<file path="config.mk">
export PLATFORM = sky130hd
export DESIGN_NAME = flt_top
export DESIGN_NICKNAME = d
export VERILOG_FILES = /design/src/rtl/flt_pkg.sv /design/src/rtl/flt_ctrl.sv /design/src/rtl/flt_dp.sv /design/src/rtl/flt_top.sv
export SDC_FILE = /design/constraint.sdc
export NUM_CORES = 1
export LEC_CHECK = 0
export BUFFER_PORTS_ARGS = -buffer_cell sky130_fd_sc_hd__buf_4
export CELL_PAD_IN_SITES_DETAIL_PLACEMENT = 0
export CELL_PAD_IN_SITES_GLOBAL_PLACEMENT = 1
export CORE_UTILIZATION = 30
export DETAILED_ROUTE_END_ITERATION = 10
export PLACE_DENSITY = 0.74
export SLEW_MARGIN = 20
export SYNTH_ARGS = -nofsm -noshare
export SYNTH_HDL_FRONTEND = slang
export SYNTH_HIERARCHICAL = 1
export SYNTH_SLANG_ARGS = --single-unit
</file>
<file path="constraint.sdc">
create_clock -name clk -period 3.2 [get_ports clk]
set_input_delay 0.64 -clock clk [delete_from_list [all_inputs] [get_ports clk]]
set_output_delay 0.64 -clock clk [all_outputs]
set_load 0.1 [all_outputs]
</file>
<file path="src/rtl/flt_pkg.sv">
package flt_pkg;
  typedef struct packed {
    logic load;   // take the programmed length
    logic dec;    // one PFD period elapsed
    logic clear;  // drop to zero
  } fltStrobe_t;
endpackage

</file>
<file path="src/rtl/flt_ctrl.sv">
module flt_ctrl
  import flt_pkg::*;
(
  input  logic       clk,
  input  logic       rstN,
  input  logic       newChan,
  input  logic       pfdTick,
  input  logic       fastLockEn,
  input  logic       valIsZero,
  input  logic       cntReset,
  input  logic       lastCount,
  output fltStrobe_t strobe,
  output logic       active
);
  logic activeNext;

  always_comb begin
    strobe     = '0;
    activeNext = active;
    if (cntReset) begin
      strobe.clear = 1'b1;
      activeNext   = 1'b0;
    end else if (newChan) begin
      if (fastLockEn && !valIsZero) begin
        strobe.load = 1'b1;
        activeNext  = 1'b1;
      end else begin
        strobe.clear = 1'b1;
        activeNext   = 1'b0;
      end
    end else if (active && pfdTick) begin
      strobe.dec = 1'b1;
      if (lastCount) activeNext = 1'b0;
    end
  end

  always_ff @(posedge clk or negedge rstN) begin
    if (!rstN) active <= 1'b0;
    else       active <= activeNext;
  end

  // counter reset wins over everything
  a_r8_reset_closes: assert property (@(posedge clk) disable iff (!rstN)
    cntReset |=> !active);
  // enabled write with nonzero length opens the window
  a_r2_open: assert property (@(posedge clk) disable iff (!rstN)
    (newChan && fastLockEn && !valIsZero && !cntReset) |=> active);
  // write with fast-lock disabled leaves no window
  a_r5_disabled: assert property (@(posedge clk) disable iff (!rstN)
    (newChan && !fastLockEn) |=> !active);
  // zero length leaves no window
  a_r6_zero_len: assert property (@(posedge clk) disable iff (!rstN)
    (newChan && valIsZero) |=> !active);
endmodule

</file>
<file path="src/rtl/flt_dp.sv">
module flt_dp
  import flt_pkg::*;
#(
  parameter int TW = 12
) (
  input  logic          clk,
  input  logic          rstN,
  input  fltStrobe_t    strobe,
  input  logic [TW-1:0] timerVal,
  output logic          valIsZero,
  output logic          lastCount
);
  localparam logic [TW-1:0] ONE = TW'(1);

  logic [TW-1:0] remain;

  always_ff @(posedge clk or negedge rstN) begin
    if (!rstN)             remain <= '0;
    else if (strobe.clear) remain <= '0;
    else if (strobe.load)  remain <= timerVal;
    else if (strobe.dec)   remain <= remain - ONE;
  end

  assign valIsZero = (timerVal == '0);
  assign lastCount = (remain == ONE);

  // a tick is never taken from an empty count
  a_r3_no_underflow: assert property (@(posedge clk) disable iff (!rstN)
    strobe.dec |-> (remain != '0));
  // a restart reloads the full programmed length
  a_r7_full_reload: assert property (@(posedge clk) disable iff (!rstN)
    strobe.load |=> (remain == $past(timerVal)));
  // without a strobe the count holds
  a_r4_hold: assert property (@(posedge clk) disable iff (!rstN)
    (strobe == '0) |=> $stable(remain));
endmodule

</file>
<file path="src/rtl/flt_top.sv">
module flt_top
  import flt_pkg::*;
#(
  parameter int TW      = 12,
  parameter int MW      = 5,
  parameter int HI_MULT = 16,
  parameter int LO_MULT = 1
) (
  input  logic          clk,
  input  logic          rstN,
  input  logic          pfdTick,
  input  logic          newChan,
  input  logic          fastLockEn,
  input  logic [TW-1:0] timerVal,
  input  logic          cntReset,
  output logic          wideBw,
  output logic [MW-1:0] cpMultSel
);
  localparam logic [MW-1:0] MULT_HI = MW'(HI_MULT);
  localparam logic [MW-1:0] MULT_LO = MW'(LO_MULT);

  fltStrobe_t strobe;
  logic       valIsZero;
  logic       lastCount;
  logic       active;

  flt_ctrl u_ctrl (
    .clk       (clk),
    .rstN      (rstN),
    .newChan   (newChan),
    .pfdTick   (pfdTick),
    .fastLockEn(fastLockEn),
    .valIsZero (valIsZero),
    .cntReset  (cntReset),
    .lastCount (lastCount),
    .strobe    (strobe),
    .active    (active)
  );

  flt_dp #(.TW(TW)) u_dp (
    .clk      (clk),
    .rstN     (rstN),
    .strobe   (strobe),
    .timerVal (timerVal),
    .valIsZero(valIsZero),
    .lastCount(lastCount)
  );

  assign wideBw    = active;
  assign cpMultSel = active ? MULT_HI : MULT_LO;

  // multiplier follows the window at every edge
  a_r9_mult_tracks: assert property (@(posedge clk) disable iff (!rstN)
    wideBw ? (cpMultSel == MULT_HI) : (cpMultSel == MULT_LO));
endmodule

</file>
==> impl_results.md <==
* Status: finished, final reports clean
* DR WL/cell at 12.2 µm
* YS warnings at 6
* Setup Fix Bufs, Post-CTS at 0
* CTS sink cnt at 13
* Synthesis-to-finish area growth at 20.5%
* Power Total at around 400 µW
* Worst setup path startpoint: timerVal[7]
* 1st-iter DRT viols at 19
* Clock H-tree levels at 1
* CP max stage cell: nor4_1
* Layout cells sized above 1 at roughly a quarter
* Chip Width at just under 60 µm
* Post-DP Area at between 0.001 and 0.0015 mm²
* Final Skew at roughly 1.6 ps
* Most frequent cells in the layout: buf_4 (22), dfrtp_1 (13), nor2_1 (10)
* Period minus WS final at 2300 ps
* CTS tree: built
* Grt ovf at 0
* Worst setup SP type: input pin
* Cell area after synthesis at a little under 0.001 mm²
* Inserted Clock Buffers at 3
* First-pass DRT Iterations at 4
* Critical path type: in -> reg
* Max FO, Critical Path at 13
* Req. time, crit path at around 3400 ps
* Class of the worst hold path: in -> async
* Final period util at between 70% and 80%
* Cell taking the most area after synthesis: dfrtp_1
* FF-to-FF path depth at 6
* Final core utilization at between 30% and 40%
* DRC at 0
* Clock root buffer: clkbuf_4
* Via count at around 830
* Routed vias/inst at ~4.8
* Vias in the first global route at 789
* Die area at around 0.0035 mm²
* PortBufs at 20
* Mapped Avg Cell Area at about 9 µm²
* Unrepaired setup endpoints after global routing: no
* Setup slack after layout at approximately 900 ps
* GRT Total Usage at between 10% and 20%
* Final Instance Area at between 0.001 and 0.0015 mm²
* # rows at 20
* EDFF count, synth at 0
* Antenna Violating Nets Remaining at 0
* Asr flop ratio synth at 100%
* RR Startpoint: u_dp/remain[0]
* Slew Limit Fails at 0
* CTS Hold Bufs at 0
* GPL Wtd Cong at about 0.8
* Largest stage delay, worst path at ~430 ps
* Post-CTS Resized at 0
* Clk slew on worst S/H paths at about 80 ps
* HPWL Detailed at 1590 µm
* Max-cap violations at 0
* Setup TNS at 0 ps
* Worst reg2reg path endpoint: u_dp/remain[10]
* Starting Density at a little under a third
* #FFs+latches synth at 13
* Most common cell after layout, fill and taps aside: buf_4
* Crit-path cells: buf_4 -> nor4_1 -> and3_1 -> nand2b_4 -> a21o_1 -> a21oi_1 -> and3_1 -> a221o_1
* Final hold violations at 0
* Initial antenna violation count at 0
* Reg2Reg Setup Slack at roughly 1500 ps
* Largest net degree at the start of global routing at 14
* Maximum clock rate at 0.435 GHz
* IO Pins at 24
* Core Box Area at ~0.0031 mm²
* Peak supply drop at 0.149 mV
* Synth cell types at 39
* Final setup viols at 0
* FILL cells at about 330
* WL final at 2120 µm
* Max-slew headroom at 59.5%
* Setup crit end kind: flop
* First-pass GRT wire length at between 3000 and 4000 µm
* Pleak at 0.539 nW
* Post-synthesis sequential area ratio at approximately 33%
* Synthesized instance count at 110
* Ys flop type: dfrtp_1
* Pre-CTS setup slack at 640 ps
* Nets@finish at 150
* Slew of the pin with the lowest slew margin at 605 ps
* DIE HEIGHT at approximately 60 µm
* Top-area cell type share of the netlist area at between 30% and 40%
* Largest cells by area after synthesis: dfrtp_1 (33%), xnor2_1 (5.4%), a21oi_1 (4.1%)
* Diodes inserted at 0
* Most frequent cell on the critical path: and3_1
* CTS max path bufs at 2
* Power Density at between 300 and 400 mW/mm²
* Worst-Skew Late Latency at about 290 ps
* CP Data Arrival Time at 2480 ps
[worst max-delay path by stage]
stage,end,slack [ps]
finish,u_dp/remain[10],900
global route,u_dp/remain[10],880
CTS,u_dp/remain[10],970
detailed placement,u_dp/remain[10],640
global placement,u_dp/remain[10],750
floorplan,cpMultSel[0],940
[synth_stat cells, drive strengths merged, types with 2 or more instances]
master  count
dfrtp      13
nor2       10
a21oi       9
inv         8
buf         7
nand2       7
xnor2       6
nor4        5
o21a        5
nor3b       4
a21o        3
mux2i       3
nor3        3
xor2        3
and3        2
clkbuf      2
ha          2
nand2b      2
nand3b      2
[final cells by class]
class                      count  area [µm²]  area share [%]
multi-input combinational     82         576            48.9
sequential                    13         325            27.6
timing repair buffer          22         165            14.0
tap                           44        55.1            4.68
inverter                       8        30.0            2.55
clock buffer                   4        26.3            2.23
[cells by family (layout without fill, tap and decap cells)]
kind of cell             count (synthesis)  in the layout  synth area share [%]
other                                    1              3                 0.384
XOR/XNOR                                 9              9                  8.07
flip-flops                              13             13                  33.3
AO/OA/AOI/OAI                           22             22                  15.2
buffers and inverters                   17             34                  8.58
adder cells (fa/ha/maj)                  2              2                  2.56
multiplexers                             3              3                  3.07
AND/OR/NAND/NOR                         43             43                  28.8
[report_power, final]
group	switching, mW	total (mW)	internal, mW
clock	0.0597	0.108	0.0485
sequential	0.00808	0.178	0.170
combinational	0.0702	0.115	0.0446
[metal layers]
layer	GRT usage, %	part of all wire (%)	up-vias
met5	0	0	-
met4	7.14	2.0	0
met3	3.28	5.5	4
met2	21.9	43	27
met1	17.9	49	390
li1	-	-	412
[metrics by stage]
| stage | std cells | hold slack, ps |
|---|---|---|
| after floorplan | 112 | 344 |
| after global placement | 169 | 499 |
| after detailed placement | 169 | 499 |
| after CTS | 173 | 184 |
| after global routing | 173 | 183 |
| final | 173 | 179 |
[critical path: cells and delay by family]
| family | cells | cell delay [ps] |
|---|---|---|
| simple gates | 4 | 1000 |
| compound gates | 3 | 720 |
| buf+inv | 1 | 110 |
[state kept, by name, summed over array words and instances, names as in the netlist]
signal / cells
u_dp/remain: 12
u_ctrl/active: 1
Note: power is estimated with default switching activity, not from simulation.
